===== config.mk =====
export PLATFORM = sky130hd
export DESIGN_NAME = rx_status_wb
export DESIGN_NICKNAME = d
export VERILOG_FILES = /design/src/rtl/rxwb_pkg.sv /design/src/rtl/rxwb_track.sv /design/src/rtl/rxwb_fsm.sv /design/src/rtl/rx_status_wb.sv
export SDC_FILE = /design/constraint.sdc
export NUM_CORES = 1
export LEC_CHECK = 0
export ABC_AREA = 1
export BUFFER_PORTS_ARGS = -buffer_cell sky130_fd_sc_hd__buf_2
export CAP_MARGIN = 15
export CORE_MARGIN = 8
export CORE_UTILIZATION = 56
export CTS_BUF_LIST = sky130_fd_sc_hd__clkbuf_4
export DETAILED_ROUTE_END_ITERATION = 8
export MAX_ROUTING_LAYER = met4
export PLACE_DENSITY = 0.87
export SLEW_MARGIN = 5
export SYNTH_ARGS = -nofsm -noshare
export SYNTH_HDL_FRONTEND = slang
export SYNTH_SLANG_ARGS = --single-unit

===== constraint.sdc =====
create_clock -name clk -period 3.2 [get_ports clk]
set_clock_uncertainty 0.05 [all_clocks]
set_input_delay 0.64 -clock clk [delete_from_list [all_inputs] [get_ports clk]]
set_output_delay 0.64 -clock clk [all_outputs]
set_load 0.02 [all_outputs]

===== src/rtl/rxwb_pkg.sv =====
package rxwb_pkg;
    localparam int unsigned WORD_W = 32;
    localparam int unsigned LEN_W  = 11;
    localparam int unsigned ERR_W  = 8;

    typedef enum logic [2:0] {
        S_IDLE,
        S_COLLECT,
        S_WR_FIRST,
        S_WR_LAST,
        S_DONE
    } wb_state_t;

    function automatic logic [WORD_W-1:0] pack_status(
        input logic [LEN_W-1:0] len,
        input logic [ERR_W-1:0] err
    );
        logic [WORD_W-1:0] w;
        w        = '0;
        w[31]    = 1'b0;     // ownership back to software
        w[30]    = 1'b1;     // frame complete
        w[26:16] = len;
        w[9]     = 1'b1;     // first-descriptor flag
        w[8]     = 1'b1;     // last-descriptor flag
        w[7:0]   = err;
        return w;
    endfunction
endpackage


===== src/rtl/rxwb_track.sv =====
module rxwb_track #(
    parameter int unsigned AW = 32
) (
    input  logic          clk,
    input  logic          rst_n,
    input  logic          accept,
    input  logic          fresh,
    input  logic          desc_valid,
    input  logic [AW-1:0] desc_addr,
    output logic [AW-1:0] first_addr,
    output logic [AW-1:0] last_addr,
    output logic          multi
);
    always_ff @(posedge clk) begin
        if (!rst_n) begin
            first_addr <= '0;
            last_addr  <= '0;
            multi      <= 1'b0;
        end else if (accept && desc_valid) begin
            if (fresh) begin
                first_addr <= desc_addr;
                last_addr  <= desc_addr;
                multi      <= 1'b0;
            end else begin
                last_addr  <= desc_addr;
                multi      <= 1'b1;
            end
        end
    end

    // refused events leave the recorded addresses alone
    assert_hold_when_refused_R8: assert property (@(posedge clk) disable iff (!rst_n)
        !accept |=> $stable(first_addr) && $stable(last_addr));
endmodule


===== src/rtl/rxwb_fsm.sv =====
module rxwb_fsm
    import rxwb_pkg::*;
(
    input  logic               clk,
    input  logic               rst_n,
    input  logic               desc_valid,
    input  logic               frame_end,
    input  logic [LEN_W-1:0]   frame_len,
    input  logic [ERR_W-1:0]   frame_err,
    input  logic               multi,
    input  logic               wr_gnt,
    output logic               wr_req,
    output logic               sel_last,
    output logic               done,
    output logic               accept,
    output logic               fresh,
    output logic [WORD_W-1:0]  status
);
    wb_state_t state, state_nxt;
    logic      latch_status;

    always_comb begin
        state_nxt    = state;
        latch_status = 1'b0;
        unique case (state)
            S_IDLE: begin
                if (desc_valid) begin
                    if (frame_end) begin
                        state_nxt    = S_WR_LAST;
                        latch_status = 1'b1;
                    end else begin
                        state_nxt = S_COLLECT;
                    end
                end
            end
            S_COLLECT: begin
                if (frame_end) begin
                    latch_status = 1'b1;
                    state_nxt    = (multi || desc_valid) ? S_WR_FIRST : S_WR_LAST;
                end
            end
            S_WR_FIRST: if (wr_gnt) state_nxt = S_WR_LAST;
            S_WR_LAST:  if (wr_gnt) state_nxt = S_DONE;
            S_DONE:     state_nxt = S_IDLE;
            default:    state_nxt = S_IDLE;
        endcase
    end

    always_ff @(posedge clk) begin
        if (!rst_n) begin
            state  <= S_IDLE;
            status <= '0;
        end else begin
            state <= state_nxt;
            if (latch_status) status <= pack_status(frame_len, frame_err);
        end
    end

    always_comb begin
        wr_req   = (state == S_WR_FIRST) || (state == S_WR_LAST);
        sel_last = (state == S_WR_LAST);
        done     = (state == S_DONE);
        accept   = (state == S_IDLE) || (state == S_COLLECT);
        fresh    = (state == S_IDLE);
    end

    // done only directly after the final grant
    assert_done_after_grant_R7: assert property (@(posedge clk) disable iff (!rst_n)
        done |-> $past(sel_last && wr_gnt));
    // done lasts one cycle
    assert_done_single_R7: assert property (@(posedge clk) disable iff (!rst_n)
        done |=> !done);
endmodule


===== src/rtl/rx_status_wb.sv =====
module rx_status_wb
    import rxwb_pkg::*;
#(
    parameter int unsigned AW = 32
) (
    input  logic              clk,
    input  logic              rst_n,
    input  logic              desc_valid,
    input  logic [AW-1:0]     desc_addr,
    input  logic              frame_end,
    input  logic [LEN_W-1:0]  frame_len,
    input  logic [ERR_W-1:0]  frame_err,
    output logic              wr_req,
    output logic [AW-1:0]     wr_addr,
    output logic [WORD_W-1:0] wr_data,
    input  logic              wr_gnt,
    output logic              done
);
    logic          accept, fresh, multi, sel_last;
    logic [AW-1:0] first_addr, last_addr;

    rxwb_track #(.AW(AW)) u_track (
        .clk        (clk),
        .rst_n      (rst_n),
        .accept     (accept),
        .fresh      (fresh),
        .desc_valid (desc_valid),
        .desc_addr  (desc_addr),
        .first_addr (first_addr),
        .last_addr  (last_addr),
        .multi      (multi)
    );

    rxwb_fsm u_fsm (
        .clk        (clk),
        .rst_n      (rst_n),
        .desc_valid (desc_valid),
        .frame_end  (frame_end),
        .frame_len  (frame_len),
        .frame_err  (frame_err),
        .multi      (multi),
        .wr_gnt     (wr_gnt),
        .wr_req     (wr_req),
        .sel_last   (sel_last),
        .done       (done),
        .accept     (accept),
        .fresh      (fresh),
        .status     (wr_data)
    );

    assign wr_addr = sel_last ? last_addr : first_addr;

    // a waiting request keeps its address and data
    assert_req_hold_R6: assert property (@(posedge clk) disable iff (!rst_n)
        (wr_req && !wr_gnt) |=> wr_req && $stable(wr_addr) && $stable(wr_data));
    // every requested word hands the descriptor back and marks completion
    assert_word_flags_R4: assert property (@(posedge clk) disable iff (!rst_n)
        wr_req |-> (!wr_data[31] && wr_data[30] && wr_data[9] && wr_data[8]));
endmodule


==> impl_metrics.env <==
export IMPL_crit_path_max_incr_delay_ps=410
export IMPL_hold_end="u_fsm.status[21]$_SDFFE_PN0P_"
export IMPL_drive_above_1_share_pct=24.2
export IMPL_post_place_cells=643
export IMPL_worstPathMaxFanout=40
export IMPL_fp_dieH_um=96.6
export IMPL_ys_warn_count=0
export IMPL_core_area_sq_mm=0.00631
export IMPL_irDropWorstVdd_mv=0.419
export IMPL_r2r_start="u_fsm.state[1]$_SDFFE_PN0P_"
export IMPL_finalHoldViolCount=0
export IMPL_synthCells=490
export IMPL_layout_commonest_cell="buf_2"
export IMPL_drc_errors=0
export IMPL_wl_per_cell_um=13.7
export IMPL_layout_nets=633
export IMPL_worstHoldStart="frame_len[5]"
export IMPL_layout_min_cycle_time_ps=2840
export IMPL_topRoutingLayerUsed="met4"
export IMPL_post_cts_setup_buffer_count=0
export IMPL_cts_buffers_inserted=9
export IMPL_whs_path_depth=3
export IMPL_yosysTopAreaCell="dfxtp_1"
export IMPL_synth_seq_area_share_pct=48.4
export IMPL_met3_length_um=682
export IMPL_first_global_vias=3349
export IMPL_num_rows=29
export IMPL_synth_top_area_share_pct=48.4
export IMPL_clock_sinks=88
export IMPL_cts_tree="built"
export IMPL_gp_congestion=0.767
export IMPL_n_antenna_cell=0
export IMPL_vias=3406
export IMPL_htree_num_levels=3
export IMPL_routed_wl_um=9000
export IMPL_fp_dieW_um=96.6
export IMPL_p_leak_uw=0.00192
export IMPL_drv_slew=0
export IMPL_root_buffer="clkbuf_4"
export IMPL_cts_hold_buf=0
export IMPL_worstSkewPairLatency_ps=430
export IMPL_drtAntennaViolNets=0
export IMPL_tns_ps=0
export IMPL_first_pass_iters=4
export IMPL_post_route_period_util_pct=88.8
export IMPL_io_pin_count=122
export IMPL_finalSetupViolations=0
export IMPL_rsz0062_at_grt="false"
export IMPL_clockBufferDepth=2
export IMPL_powerDensity_mw_per_mm2=738
export IMPL_rrSetupSlack_ps=1130
export IMPL_cts_resized_gates=0
export IMPL_cp_end_kind="output port"
export IMPL_synth_cell_types=23
export IMPL_tightest_slew_ps=999
export IMPL_maxSlewHeadroom_pct=33.3
export IMPL_final_util_pct=66.8
export IMPL_drt_iter0_drc=270
export IMPL_cap_viol_max_count=0
export IMPL_area_delta_synth_final_pct=15.9
export IMPL_path_cells="inv_1 > nand3_2 > buf_12 > o21ai_0 > buf_2"
export IMPL_r2r_end="u_fsm.status[9]$_SDFFE_PN0P_"
export IMPL_track_usage_pct=19.4
export IMPL_fmax_ghz=0.352
export IMPL_slowest_stage="nand3_2"
export IMPL_cp_required_ps=2510
export IMPL_avgSynthCellArea_sq_um=7.43
export IMPL_hpwl_um=6140
export IMPL_start_util_pct=57.7
export IMPL_final_cell_mix="111 x buf_2, 88 x dfxtp_1, 74 x o21ai_0, 72 x nand2_1, 65 x a21oi_1"
export IMPL_io_buffer_count=111
export IMPL_antenna_found_initial=0
export IMPL_wl_met1_um=4010
export IMPL_synthTopCellsByArea="dfxtp_1 48%, o21ai_0 10%, a21oi_1 8.9%"
export IMPL_hold_path_class="primary input to register"
export IMPL_start_kind="register"
export IMPL_syn_area_sq_mm=0.00364
export IMPL_grt_pass1_wl_um=15100
export IMPL_cp_arrival_ps=2150
export IMPL_worstRegToRegCells=7
export IMPL_synth_seq_cells=88
export IMPL_grt_ovfl_total=0
export IMPL_critPathKind="register to output port"
export IMPL_final_instance_count_excl_fill=659
export IMPL_grt_max_degree=57
export IMPL_outcome="complete, no violations"
export IMPL_dieArea_sq_mm=0.00934
export IMPL_clkTransAtPathRegs_ps=130
export IMPL_drt_vias_per_instance=5.17
export IMPL_met2_length_um=4220
==> cell usage after synthesis <==
| library cell | n |
|---|---|
| dfxtp_1 | 88 |
| o21ai_0 | 74 |
| nand2_1 | 72 |
| a21oi_1 | 65 |
| nor2_1 | 48 |
| inv_1 | 40 |
| nand3_1 | 32 |
| buf_4 | 22 |
| clkbuf_1 | 13 |
| buf_2 | 10 |
| o21ai_1 | 9 |
| nand2_2 | 4 |
| buf_6 | 2 |
| inv_2 | 2 |
| a31o_2 | 1 |
| a31oi_1 | 1 |
| buf_1 | 1 |
| conb_1 | 1 |
| nand3_2 | 1 |
| nor2_2 | 1 |
| nor3_1 | 1 |
| o21ai_2 | 1 |
| o22ai_1 | 1 |
==> stage by stage <==
stage	worst slack (ps)	total power, uW	hold WS, ps	cell area, sq um
2_1_floorplan	1170	2270	374	3670
3_3_place_gp	848	2510	384	4080
3_5_place_dp	837	2540	388	4080
4_1_cts	344	3140	361	4220
5_1_grt	175	3340	358	4220
6_report	359	3110	382	4220
==> cells by family after synthesis <==
logic type             count (synthesis)  share of synthesized area (%)
AO/OA/AOI/OAI                        152                           21.2
other                                  1                          0.103
AND/OR/NAND/NOR                      159                           18.0
flip-flops                            88                           48.4
buffers and inverters                 90                           12.3
==> sequential cells by signal, summed over array words and instances (netlist names) <==
| register | flops |
|---|---|
| u_track.first_addr | 32 |
| u_track.last_addr | 32 |
| u_fsm.status | 20 |
| u_fsm.state | 3 |
| u_track.multi | 1 |
==> report_power, final <==
group	internal [uW]	switching [uW]	total (uW)
Sequential	1300	88.5	1390
Clock	243	362	605
Combinational	343	778	1120
==> routing by layer <==
metal,global-route usage [%],vias to the layer above
met1,21.7,1544
met5,-,-
li1,-,1740
met4,7.22,0
met3,6.54,6
met2,31.5,116
==> final cells by class <==
type,instances,area (sq um)
inverters,42,158
fillers,549,2090
clock inverters,6,60.1
multi-input cells,321,1470
flip-flops and latches,88,1760
clock buffers,10,75.1
well taps,77,96.3
repair buffers,115,598
==> worst max-delay path, delay by kind of cell (launching register included) <==
family | cells | cell delay, ps
DFF | 1 | 360
and+or+nand+nor | 1 | 410
AOI/OAI and AO/OA | 1 | 240
buffers and inverters | 3 | 700
==> how the worst max path moves through the flow <==
stage | slack [ps] | endpoint | from | cells after the start
2_1_floorplan | 1170 | wr_addr[10] | u_fsm.state[2]$_SDFFE_PN0P_ | 5
3_3_place_gp | 850 | u_fsm.status[9]$_SDFFE_PN0P_ | desc_valid | 7
3_5_place_dp | 840 | u_fsm.status[9]$_SDFFE_PN0P_ | desc_valid | 7
4_1_cts | 340 | wr_addr[30] | u_fsm.state[2]$_SDFFE_PN0P_ | 5
5_1_grt | 170 | wr_addr[14] | u_fsm.state[2]$_SDFFE_PN0P_ | 5
6_report | 360 | wr_addr[14] | u_fsm.state[2]$_SDFFE_PN0P_ | 5
(Power assumes the default switching activity.)
